--- config.mk ---
export PLATFORM = sky130hd
export DESIGN_NAME = swb_top
export DESIGN_NICKNAME = d
export VERILOG_FILES = /design/src/rtl/swb_pkg.sv /design/src/rtl/swb_store.sv /design/src/rtl/swb_fwd.sv /design/src/rtl/swb_top.sv
export SDC_FILE = /design/constraint.sdc
export NUM_CORES = 1
export LEC_CHECK = 0
export CORE_ASPECT_RATIO = 0.75
export CORE_MARGIN = 2
export CORE_UTILIZATION = 52
export CTS_CLUSTER_SIZE = 40
export DETAILED_ROUTE_END_ITERATION = 6
export GPL_TIMING_DRIVEN = 0
export PLACE_DENSITY = 0.79
export SETUP_SLACK_MARGIN = 0.15
export SYNTH_ARGS = -nofsm -noshare
export SYNTH_HDL_FRONTEND = slang
export SYNTH_SLANG_ARGS = --single-unit
--- constraint.sdc ---
create_clock -name clk_i -period 3.5 [get_ports clk_i]
set_input_delay 0.525 -clock clk_i [delete_from_list [all_inputs] [get_ports clk_i]]
set_output_delay 0.525 -clock clk_i [all_outputs]
set_load 0.02 [all_outputs]
--- src/rtl/swb_pkg.sv ---
package swb_pkg;
  localparam int unsigned SWB_AW    = 10;
  localparam int unsigned SWB_NB    = 4;
  localparam int unsigned SWB_DEPTH = 4;

  // (a + b) mod n for a < n, b < n
  function automatic int unsigned wrap_add(int unsigned a, int unsigned b, int unsigned n);
    int unsigned s;
    s = a + b;
    if (s >= n) s = s - n;
    return s;
  endfunction
endpackage

--- src/rtl/swb_store.sv ---
module swb_store import swb_pkg::*; #(
  parameter int unsigned AW    = SWB_AW,
  parameter int unsigned NB    = SWB_NB,
  parameter int unsigned DEPTH = SWB_DEPTH,
  localparam int unsigned DW   = 8 * NB,
  localparam int unsigned PW   = $clog2(DEPTH),
  localparam int unsigned CW   = $clog2(DEPTH + 1)
) (
  input  logic                          clk_i,
  input  logic                          rst_ni,
  input  logic                          st_valid_i,
  output logic                          st_ready_o,
  input  logic [AW-1:0]                 st_addr_i,
  input  logic [DW-1:0]                 st_data_i,
  input  logic [NB-1:0]                 st_be_i,
  output logic                          dr_valid_o,
  input  logic                          dr_ready_i,
  output logic [AW-1:0]                 dr_addr_o,
  output logic [DW-1:0]                 dr_data_o,
  output logic [NB-1:0]                 dr_be_o,
  output logic [DEPTH-1:0][AW-1:0]      ent_addr_o,
  output logic [DEPTH-1:0][DW-1:0]      ent_data_o,
  output logic [DEPTH-1:0][NB-1:0]      ent_be_o,
  output logic [PW-1:0]                 head_o,
  output logic [CW-1:0]                 cnt_o
);
  logic [DEPTH-1:0][AW-1:0] addr_q;
  logic [DEPTH-1:0][DW-1:0] data_q;
  logic [DEPTH-1:0][NB-1:0] be_q;
  logic [PW-1:0]            head_q, tail_idx, yng_idx, head_nxt;
  logic [CW-1:0]            cnt_q;
  logic                     drain_fire, st_fire, merge, alloc;

  assign tail_idx = PW'(wrap_add(int'(head_q), int'(cnt_q) % DEPTH, DEPTH));
  assign yng_idx  = PW'(wrap_add(int'(head_q), (cnt_q == '0) ? 0 : int'(cnt_q) - 1, DEPTH));
  assign head_nxt = PW'(wrap_add(int'(head_q), 1, DEPTH));

  assign st_ready_o = (cnt_q != CW'(DEPTH));
  assign dr_valid_o = (cnt_q != '0);
  assign drain_fire = dr_valid_o && dr_ready_i;
  assign st_fire    = st_valid_i && st_ready_o;
  // never merge into an entry leaving this cycle
  assign merge      = st_fire && (cnt_q != '0) && (addr_q[yng_idx] == st_addr_i)
                      && !((cnt_q == CW'(1)) && drain_fire);
  assign alloc      = st_fire && !merge;

  always_ff @(posedge clk_i or negedge rst_ni) begin
    if (!rst_ni) begin
      addr_q <= '0;
      data_q <= '0;
      be_q   <= '0;
      head_q <= '0;
      cnt_q  <= '0;
    end else begin
      if (merge) begin
        for (int b = 0; b < int'(NB); b++) begin
          if (st_be_i[b]) data_q[yng_idx][8*b +: 8] <= st_data_i[8*b +: 8];
        end
        be_q[yng_idx] <= be_q[yng_idx] | st_be_i;
      end
      if (alloc) begin
        addr_q[tail_idx] <= st_addr_i;
        data_q[tail_idx] <= st_data_i;
        be_q[tail_idx]   <= st_be_i;
      end
      if (drain_fire) head_q <= head_nxt;
      cnt_q <= cnt_q + CW'(alloc) - CW'(drain_fire);
    end
  end

  assign dr_addr_o  = addr_q[head_q];
  assign dr_data_o  = data_q[head_q];
  assign dr_be_o    = be_q[head_q];
  assign ent_addr_o = addr_q;
  assign ent_data_o = data_q;
  assign ent_be_o   = be_q;
  assign head_o     = head_q;
  assign cnt_o      = cnt_q;
endmodule

--- src/rtl/swb_fwd.sv ---
module swb_fwd import swb_pkg::*; #(
  parameter int unsigned AW    = SWB_AW,
  parameter int unsigned NB    = SWB_NB,
  parameter int unsigned DEPTH = SWB_DEPTH,
  localparam int unsigned DW   = 8 * NB,
  localparam int unsigned PW   = $clog2(DEPTH),
  localparam int unsigned CW   = $clog2(DEPTH + 1)
) (
  input  logic [DEPTH-1:0][AW-1:0] ent_addr_i,
  input  logic [DEPTH-1:0][DW-1:0] ent_data_i,
  input  logic [DEPTH-1:0][NB-1:0] ent_be_i,
  input  logic [PW-1:0]            head_i,
  input  logic [CW-1:0]            cnt_i,
  input  logic [AW-1:0]            ld_addr_i,
  input  logic [NB-1:0]            ld_be_i,
  input  logic [DW-1:0]            ld_cache_data_i,
  output logic [DW-1:0]            ld_data_o,
  output logic                     ld_covered_o
);
  logic [NB-1:0] byte_hit;

  // per byte: scan oldest to youngest so younger entries win
  for (genvar gb = 0; gb < int'(NB); gb++) begin : g_byte
    always_comb begin
      ld_data_o[8*gb +: 8] = ld_cache_data_i[8*gb +: 8];
      byte_hit[gb]         = 1'b0;
      for (int k = 0; k < int'(DEPTH); k++) begin
        if (CW'(k) < cnt_i) begin
          if (ent_addr_i[PW'(wrap_add(int'(head_i), k, DEPTH))] == ld_addr_i &&
              ent_be_i[PW'(wrap_add(int'(head_i), k, DEPTH))][gb]) begin
            ld_data_o[8*gb +: 8] = ent_data_i[PW'(wrap_add(int'(head_i), k, DEPTH))][8*gb +: 8];
            byte_hit[gb]         = 1'b1;
          end
        end
      end
    end
  end

  assign ld_covered_o = (ld_be_i != '0) && ((byte_hit & ld_be_i) == ld_be_i);
endmodule

--- src/rtl/swb_top.sv ---
module swb_top import swb_pkg::*; #(
  parameter int unsigned AW    = SWB_AW,
  parameter int unsigned NB    = SWB_NB,
  parameter int unsigned DEPTH = SWB_DEPTH,
  localparam int unsigned DW   = 8 * NB,
  localparam int unsigned PW   = $clog2(DEPTH),
  localparam int unsigned CW   = $clog2(DEPTH + 1)
) (
  input  logic          clk_i,
  input  logic          rst_ni,
  input  logic          st_valid_i,
  output logic          st_ready_o,
  input  logic [AW-1:0] st_addr_i,
  input  logic [DW-1:0] st_data_i,
  input  logic [NB-1:0] st_be_i,
  input  logic [AW-1:0] ld_addr_i,
  input  logic [NB-1:0] ld_be_i,
  input  logic [DW-1:0] ld_cache_data_i,
  output logic [DW-1:0] ld_data_o,
  output logic          ld_covered_o,
  output logic          dr_valid_o,
  input  logic          dr_ready_i,
  output logic [AW-1:0] dr_addr_o,
  output logic [DW-1:0] dr_data_o,
  output logic [NB-1:0] dr_be_o
);
  logic [DEPTH-1:0][AW-1:0] ent_addr;
  logic [DEPTH-1:0][DW-1:0] ent_data;
  logic [DEPTH-1:0][NB-1:0] ent_be;
  logic [PW-1:0]            head;
  logic [CW-1:0]            cnt;

  swb_store #(.AW(AW), .NB(NB), .DEPTH(DEPTH)) u_store (
    .clk_i, .rst_ni,
    .st_valid_i, .st_ready_o, .st_addr_i, .st_data_i, .st_be_i,
    .dr_valid_o, .dr_ready_i, .dr_addr_o, .dr_data_o, .dr_be_o,
    .ent_addr_o(ent_addr), .ent_data_o(ent_data), .ent_be_o(ent_be),
    .head_o(head), .cnt_o(cnt)
  );

  swb_fwd #(.AW(AW), .NB(NB), .DEPTH(DEPTH)) u_fwd (
    .ent_addr_i(ent_addr), .ent_data_i(ent_data), .ent_be_i(ent_be),
    .head_i(head), .cnt_i(cnt),
    .ld_addr_i, .ld_be_i, .ld_cache_data_i, .ld_data_o, .ld_covered_o
  );
endmodule

; After elaboration in Yosys (flattened, before gate mapping)
; Cells that the tools add are included.
[totals]
input_bits = 96
wordCells = 304
register_bits = 189
[classes]
n_eq_ne = 8
reduce_logical = 31
addsub = 14
mux = 200
bitwise_logic = 2
n_lt_le_gt_ge = 35
[op_table]
columns = operator, n
row1 = $mux 128, 9
row2 = $bmux 32 s2, 17
row3 = $bwmux 128, 5
row4 = $demux 32 s2, 5
row5 = $mux 8, 37
row6 = $mux 32, 8
row7 = $bmux 10 s2, 6
row8 = $mux 24, 5
row9 = $mux 16, 7
row10 = $mux 2, 42
row11 = $mux 10, 7
row12 = $lt 2x3->1 const B, 23
row13 = $eq 10x10->1, 5
row14 = $bmux 4 s2, 6
row15 = $bwmux 40, 1
row16 = $add 2x32->32, 1
row17 = $bwmux 16, 2
row18 = $ge 32x3->1 const B, 1
row19 = $mux 1, 32
row20 = $mux 4, 8
row21 = $logic_and 1x1->1, 26
row22 = $demux 10 s2, 1
row23 = $demux 4 s2, 2
row24 = $ge 3x3->1 const B, 4
row25 = 20 further kinds, 30

; Logic depth before layout (Yosys ltp)
; Gate-level depths: netlist of run 1.
[depth]
depth_word = 23
ltp_mapped = 18
ltp_nobuf = 14

; By module
; A second synthesis of run 1 with hierarchy kept.
[unflattened]
hier_cells = 1440
area_unflattened_um2 = 15294.7
[by_module_without_submodules]
columns = module, seq_area_each_um2, cells_per_inst, n_inst, area_per_inst_um2
row1 = swb_store, 4729.5, 706, 1, 9361.5
row2 = swb_fwd, 0.0, 734, 1, 5933.2

; Worst setup path before layout of run 1
; OpenSTA, ideal clock, no wires.
[synth_path]
kind = flip-flop to output port
start = reg u_store.head_q[0] (netlist: u_store.head_o[0])
end = out ld_covered_o
slack_ns = -0.550
t_arrival_ns = 3.525
path_stages_with_launch = 14
path_cell_list = dfrtp_1 > clkbuf_1 > buf_2 > buf_2 > mux4_2 > xnor2_1 > nand3_1 > nor3_1 > o211ai_1 > and2_1 > clkbuf_1 > nand4_1 > nand3_1 > nor3_1
[synth_via]
elab_chain_cells = 18
[synth_lines]
columns = item, line_no
row1 = start: declaration, swb_store.sv:30  ; logic [PW-1:0] head_q, tail_idx, yng_idx, head_nxt;
row2 = start signal: assignment, swb_store.sv:66  ; if (drain_fire) head_q <= head_nxt;
row3 = branches (longest 15 deep; another with $add 2x1->3), n/a
row4 = $and 4x4->4 *, swb_fwd.sv:39  ; assign ld_covered_o = (ld_be_i != '0) && ((byte_hit & ld_be_i) == ld_be_i);
row5 = $eq 4x4->1 *, swb_fwd.sv:39
row6 = $logic_and 1x1->1 *, swb_fwd.sv:39
row7 = end: declaration, swb_top.sv:20  ; output logic ld_covered_o,
; Every way passes the cells marked *. The select of a mux whose other input is x is not followed.

; Final worst setup path of run 1
[layout_path]
start = reg u_store.head_q[1] (netlist: u_store.head_o[1])
end = out ld_data_o[29]
[layout_via]
elab_chain_cells = 15
[layout_lines]
columns = item, line_no
row1 = branches (longest 14 deep; another with $add 2x1->3), n/a
row2 = $mux 8 *, swb_fwd.sv:28  ; if (CW'(k) < cnt_i) begin
row3 = end: declaration, swb_top.sv:19  ; output logic [DW-1:0] ld_data_o,
; Marked as above.

==> metrics.md, run 1 <==
| Metric | Value |
|---|---|
| Final min period | 4.532 ns |
| F_max | between 0.2 and 0.25 GHz |
| Clock sinks | 189 |
| Grt total ovfl | 0 |
| Largest net degree at the start of global routing | 107 |
| Primary FF master, synth | dfrtp_1 |
| TritonCTS clock tree | built |
| Synth warn | 0 |
| EDFF count, synth | 0 |
| Flops & latches, synth | around 190 |
| Most common cell after layout, fill and taps aside | dfrtp_1 |
| Worst Path Buf+Inv | 6 |
| First-pass GRT wire length | between 70 and 80 mm |
| Die height | about 150 µm |
| Maximum fanout along the worst path | 10 |
| Drt wl/cell | roughly 30 µm |
| Worst path slowest cell | dfrtp_1 |
| Htree depth | 4 |
| Count of final max-slew check failures | 0 |
| Actual slew at the worst max-slew pin | 1.005 ns |
| Netlist Area Pre-Place | around 0.014 mm² |
| Worst-path clk slew | 0.08 ns |
| Dpl hpwl | 31.68 mm |
| Placed insts | ~1800 |
| R2R setup slack | -0.96 ns |
| Max Cap Violations | 0 |
| Worst Slack Setup Final | -1.032 ns |
| Failing checks | design-rule violations, negative setup slack |
| Post-synthesis sequential area ratio | between 30% and 40% |
| R2R Path End | u_store.ent_data_o[9]$_DFF_PN0_ |
| CTS Buf Count | 17 |
| Vias in the first global route | around 13000 |
| Nets | 1670 |
| Worst r2r src | u_store.cnt_o[1]$_DFF_PN0_ |
| Die Area | 0.02849 mm² |
| Via Count | roughly 14000 |
| Drt pass-1 iters | 7 |
| Commonest cells after routing, fill and taps aside | 188 x dfrtp_1, 180 x mux2i_1, 118 x mux2_4 |
| Site Rows | 52 |
| Final ANT Viol Nets | 0 |
| CP peak stage delay | roughly 0.4 ns |
| Netlist cell types | 66 |
| Residual DRC | 21 |
| Gp weighted congestion | 0.9662 |
| Non-Filler Instances | about 1900 |
| Drt initial violations | around 1800 |
| Vias/cell | roughly 7.1 |
| Clk_lat worst skew | around 0.46 ns |
| Initial core utilization | around 53% |
| Worst setup SP type | flip-flop |
| Final setup viols | 220 |
| CP Cell Sequence | buf_12 -> buf_8 -> buf_6 -> mux4_2 -> xor2_2 -> nor4_2 -> nand2_1 -> nor4_4 -> buf_4 -> nand2_2 -> buf_4 -> a211oi_1 -> a21oi_1 -> nand2_1 -> nand3_2 -> buf_6 |
| Setup TNS | -163.37 ns |
| Worst min path class | in -> async |
| Die W | around 190 µm |
| Wirelength, routed | 58.82 mm |
| Crit path arrival time | 4.01 ns |
| Initial antenna violation count | 1 |
| Worst hold slack | about 0.14 ns |
| Hold Fails Final Rpt | 0 |
| All-Layer GR Usage | 35.51% |
| Slew headroom | about a third |
| Layout cells sized above 1 | 43.70% |
| Synthesis-to-layout area growth | 42.30% |
| Bufs on Longest Clock Path | 2 |
| Post-Synthesis Net Count | between 1000 and 1500 |
| CP Class | reg -> out |
| Root Buffer | clkbuf_16 |
| Core Box Area | between 0.02 and 0.03 mm² |
| CP Capture Type | output pin |
| Final period util | 129.5% |
| Reg2Reg Depth | 16 |
| Avg Inst Size Synth | 11.13 µm² |
| Async set-or-reset flop fraction in the synthesized netlist | 100.0% |
| Status | finished, violations left |
| Worst Skew | 0.01500 ns |
| Cts hold-fix bufs | 0 |
| Cells after Synth | ~1300 |
| Number of I/O port buffers | around 170 |
| IO Pins | approximately 180 |
| Worst endpoint required time | 2.97 ns |
| Worst path top cell family by delay | buffers and inverters |
| Unrepaired setup endpoints after global routing | yes |
sequential cells by signal, summed over array words and instances, names as in the netlist:
signal and count:
u_store.head_o 2, u_store.cnt_o 3, u_store.ent_be_o 16, u_store.ent_data_o 128
u_store.ent_addr_o 40
kinds of logic (layout without fill, tap and decap cells):
kind of cell / Yosys count / in the layout / synth area share (%)
other cells: 0 / 1 / 0
mux: 476 / 476 / 40.66
xor+xnor: 55 / 55 / 3.600
fa+ha+maj: 8 / 8 / 0.7625
flops: 189 / 189 / 33.51
buf+inv: 102 / 409 / 3.405
simple gates: 238 / 241 / 8.308
compound gates: 200 / 201 / 9.753
synth_stat cells, types with 4 or more instances:
master / number / area, µm²
buf_2: 39 / 195.2
buf_1: 14 / 52.55
nand4_1: 18 / 112.6
xor2_1: 20 / 175.2
mux4_2: 48 / 1081
inv_1: 13 / 48.80
o21ai_1: 4 / 20.02
dfrtp_1: 189 / 4730
a31oi_1: 4 / 25.02
nor2_1: 64 / 240.2
a21o_1: 6 / 45.04
nor4_1: 5 / 31.28
mux2i_1: 226 / 2262
buf_4: 5 / 37.54
nor3_1: 4 / 20.02
ha_1: 7 / 87.58
nand3_1: 21 / 105.1
mux2_1: 4 / 45.04
or3_1: 11 / 68.82
o21ai_0: 47 / 235.2
and2_1: 7 / 43.79
clkbuf_1: 25 / 93.84
and3_1: 6 / 37.54
nand2_1: 83 / 311.6
a211oi_1: 9 / 67.56
mux2_4: 32 / 480.5
buf_6: 4 / 45.04
o211ai_1: 19 / 142.6
a21oi_1: 54 / 270.3
mux2_2: 166 / 1869
a311oi_1: 4 / 35.03
a22o_1: 4 / 35.03
o221ai_1: 16 / 140.1
o31ai_4: 4 / 85.08
o22a_1: 10 / 87.58
xnor2_1: 33 / 289.0
worst reg2reg max path: stages (launching register included):
cell and delay (ns):
dfrtp_1 0.41, buf_6 0.15, buf_4 0.13, nand2_1 0.32
a21oi_4 0.44, buf_6 0.18, o21ai_2 0.06, and3_1 0.18
o21ai_0 0.27, nand4_1 0.33, nor4_4 0.40, buf_6 0.16
buf_6 0.13, nor3b_4 0.30, a21o_1 0.34, buf_6 0.23
mux2_4 0.32
metrics by stage:
stage	setup slack [ns]	util (%)	area, µm²
after floorplan	-0.1722	-	14500
after global placement	-6.137	62.21	16670
after detailed placement	-1.902	62.33	16710
after CTS	-0.6495	71.90	19270
after global routing	-1.115	74.91	20080
final	-1.032	74.92	20080
how the worst max path moves through the flow:
stage                                       start                                to  slack [ns]  depth (start not counted)
global placement                           rst_ni  u_store.ent_data_o[43]$_DFF_PN0_       -6.14                          1
finish              u_store.head_o[1]$_DFFE_PN0P_                     ld_data_o[29]       -1.03                         16
detailed placement  u_store.head_o[0]$_DFFE_PN0P_                      ld_covered_o       -1.90                         12
floorplan           u_store.head_o[0]$_DFFE_PN0P_                     ld_data_o[19]       -0.17                         12
CTS                 u_store.head_o[0]$_DFFE_PN0P_                     ld_data_o[14]       -0.65                         15
global route        u_store.head_o[1]$_DFFE_PN0P_                     ld_data_o[29]       -1.12                         16
cell type report:
class	instances	area [µm²]
inverters	15	63.81
well taps	351	439.2
repair buffers	275	2861
clock buffers	20	456.7
diodes	1	2.502
flip-flops and latches	189	4731
plain buffers	87	950.9
fillers	1540	6724
clock inverters	12	128.9
multi-input cells	981	10450
timing repair:
| item | 4_1_cts | 5_1_grt |
|---|---|---|
| gates resized for setup | 534 | 150 |
| setup buffers | 72 | 25 |
| pin swaps | 55 | 48 |
| endpoints found under the hold margin | 0 | 0 |
| gates cloned | 6 | 2 |
| endpoints found under the setup margin | 258 | 256 |
per-layer routing:
layer / vias to the layer above / track usage [%] / wire length [µm]
met3: 445 / 9.171 / 8332
met2: 1366 / 52.74 / 24580
met5: - / 0 / 0
met1: 6622 / 48.56 / 21440
met4: 0 / 17.20 / 4459
li1: 5366 / - / -
Power of run 1 is not shown: default switching activity piles up to over one toggle a cycle in this logic, so the estimate is an artifact.
==> inputs of run 2 (changes only) <==
--- a/config.mk
+++ b/config.mk
@@ -9,8 +9,10 @@
 export CORE_MARGIN = 2
 export CORE_UTILIZATION = 52
+export CTS_CLUSTER_DIAMETER = 80
 export CTS_CLUSTER_SIZE = 40
 export DETAILED_ROUTE_END_ITERATION = 6
 export GPL_TIMING_DRIVEN = 0
 export PLACE_DENSITY = 0.79
+export RECOVER_POWER = 50
 export SETUP_SLACK_MARGIN = 0.15
 export SYNTH_ARGS = -nofsm -noshare
==> constraint.sdc (replaced) <==
create_clock -name clk_i -period 3.5 [get_ports clk_i]
set_input_delay 0.525 -clock clk_i [delete_from_list [all_inputs] [get_ports clk_i]]
set_output_delay 0.525 -clock clk_i [all_outputs]
set_load 0.1 [all_outputs]
==> metrics.md, run 2 (synthesis results as in run 1) <==
| Metric | Value |
|---|---|
| Actual slew at the worst max-slew pin | 1.759 ns (+0.7546 ns) |
| All-Layer GR Usage | 37.30% (+1.8 points) |
| Placed insts | 1793 (unchanged) |
| Htree depth | 4 (unchanged) |
| Clock sinks | 189 (unchanged) |
| Site Rows | 52 (unchanged) |
| Bufs on Longest Clock Path | 2 (unchanged) |
| Failing checks | max-capacitance violations, max-slew violations, negative setup slack |
| Max Cap Violations | 2 (+2) |
| Crit path top cell by count | buf_12 |
| Post-route cell area | 0.02143 mm² (+6.7%) |
| Largest net degree at the start of global routing | 123 (+15%) |
| Residual DRC | 0 (-100%) |
| IO Pins | 177 (unchanged) |
| Drt initial violations | 1686 (-5.2%) |
| Worst Path Buf+Inv | 5 (-1) |
| R2R setup slack | -0.83 ns (+0.13 ns) |
| Clk_lat worst skew | 0.46 ns (about the same) |
| Vias in the first global route | 13638 (+3.5%) |
| Worst setup SP type | flip-flop |
| Root Buffer | clkbuf_16 |
| Die height | 146.7 µm (unchanged) |
| Synthesis-to-layout area growth | 51.84% |
| Worst Skew | 0.01736 ns (+0.002354 ns) |
| Die Area | 0.02849 mm² (unchanged) |
| Worst Slack Setup Final | -0.9420 ns (+0.08964 ns) |
| F_max | 0.2251 GHz (+2.0%) |
| Core Box Area | 0.02681 mm² (unchanged) |
| CP Class | reg -> out |
| Layout cells sized above 1 | 47.94% (+4.2 points) |
| Final setup viols | 221 (+0.45%) |
| CP peak stage delay | 0.56 ns (+0.16 ns) |
| Gp weighted congestion | 0.9694 (+0.33%) |
| # diodes | 0 (-1) |
| Initial antenna violation count | 1 (unchanged) |
| DP Area | 0.01718 mm² (+2.8%) |
| CP Capture Type | output pin |
| Worst endpoint required time | 2.97 ns (about the same) |
| Final min period | 4.442 ns (-0.08964 ns) |
| Wirelength, routed | 59.30 mm (+0.82%) |
| Slew headroom | -17.30% (-50 points) |
| Drt pass-1 iters | 5 (-2) |
| First-pass GRT wire length | 81.59 mm (+4.7%) |
| Commonest cells after routing, fill and taps aside | 188 x dfrtp_1, 141 x mux2_4, 135 x mux2i_1 |
| Final ANT Viol Nets | 0 (unchanged) |
| Crit path arrival time | 3.92 ns (-0.09 ns) |
| Worst min path class | in -> reg |
| CTS Buf Count | 17 (unchanged) |
| Maximum fanout along the worst path | 8 (-2) |
| Final core occ | 79.94% (+5.0 points) |
| Grt total ovfl | 0 (unchanged) |
| TritonCTS clock tree | built |
| Max reg flops | 128 (unchanged) |
| Vias/cell | 7.194 (+0.67%) |
| Number of I/O port buffers | 173 (unchanged) |
| Status | finished, violations left |
| Die W | 194.2 µm (unchanged) |
| Worst path slowest cell | mux4_2 |
| Drt wl/cell | 30.69 µm (+0.77%) |
| Non-Filler Instances | 1932 (+0.052%) |
| Unrepaired setup endpoints after global routing | yes |
| Final period util | 126.9% (-2.6 points) |
| Worst path top cell family by delay | simple AND/OR/NAND/NOR gates |
| Initial core utilization | 52.65% (unchanged) |
| Worst-path clk slew | 0.08 ns (about the same) |
| Nets | 1672 (+0.12%) |
| Via Count | 13899 (+0.72%) |
| Dpl hpwl | 31.88 mm (+0.62%) |
| Most common cell after layout, fill and taps aside | dfrtp_1 |
| CP Cell Sequence | clkbuf_16 -> buf_12 -> mux4_2 -> xor2_1 -> nor4_1 -> nand4_1 -> nor4_4 -> buf_12 -> buf_8 -> nand2_8 -> nand4_1 -> nand3_2 -> nor3_4 -> buf_12 |
| Hold Fails Final Rpt | 0 (unchanged) |
| Count of final max-slew check failures | 192 (+192) |
==> run 2: final timing paths <==
check,from,end,cells past startpoint
min in group asynchronous,rst_ni,u_store.ent_data_o[24]$_DFF_PN0_,1
max in group asynchronous,rst_ni,u_store.head_o[0]$_DFFE_PN0P_,2
worst min-delay path,st_be_i[1],u_store.ent_be_o[5]$_DFF_PN0_,3
worst max register to register,u_store.cnt_o[1]$_DFF_PN0_,u_store.ent_data_o[17]$_DFF_PN0_,19
worst min register to register,u_store.ent_data_o[50]$_DFF_PN0_,u_store.ent_data_o[50]$_DFF_PN0_,1
worst max-delay path,u_store.head_o[0]$_DFFE_PN0P_,ld_covered_o,14
==> run 2: through the flow <==
stage                     TNS (ns)  worst slack, ns  hold slack [ns]
after floorplan             -47.94          -0.8335           0.2294
after global placement    -1437.60           -6.089           0.4896
after detailed placement   -305.42           -2.752           0.4904
after CTS                   -62.74          -0.6805          0.04760
after global routing       -197.34           -1.051           0.4783
final                      -153.28          -0.9420           0.4858
==> run 2: layout make-up <==
type                            instances  area (µm²)
Buffer                                 87        1011
Clock inverter                         13       152.6
Fill cell                            1328        5378
Sequential cell                       189        4731
Timing Repair Buffer                  280        3238
Multi-Input combinational cell        978       11340
Tap cell                              351       439.2
Clock buffer                           19       452.9
Inverter                               15       61.31
==> run 2: worst reg2reg max path, stage by stage, from the launching register on <==
cell      delay [ns]
dfrtp_1         0.41
buf_6           0.14
nor2_4          0.13
nor2_4          0.06
ha_4            0.22
xnor2_4         0.18
nor3_4          0.26
buf_6           0.14
buf_6           0.11
o21ai_1         0.07
a311oi_2        0.34
xnor2_1         0.21
nand4_1         0.25
nor4_4          0.39
buf_6           0.19
nor3b_4         0.27
buf_6           0.16
a21o_1          0.17
buf_8           0.18
mux2_4          0.32
==> run 2: what timing repair did <==
item	CTS	global route
setup buffers	71	28
hold buffers	0	0
cloned	6	2
pin swaps	71	43
hold endpoints to repair	0	0
gates resized for setup	913	148
setup endpoints to repair	266	256
==> run 2: routing by layer <==
layer	part of all wire, %	track usage [%]
met4	6.7	20.34
met1	37	50.43
met5	0.022	0
met3	13	9.032
met2	43	55.52
Power of run 2 is left out for the same reason.
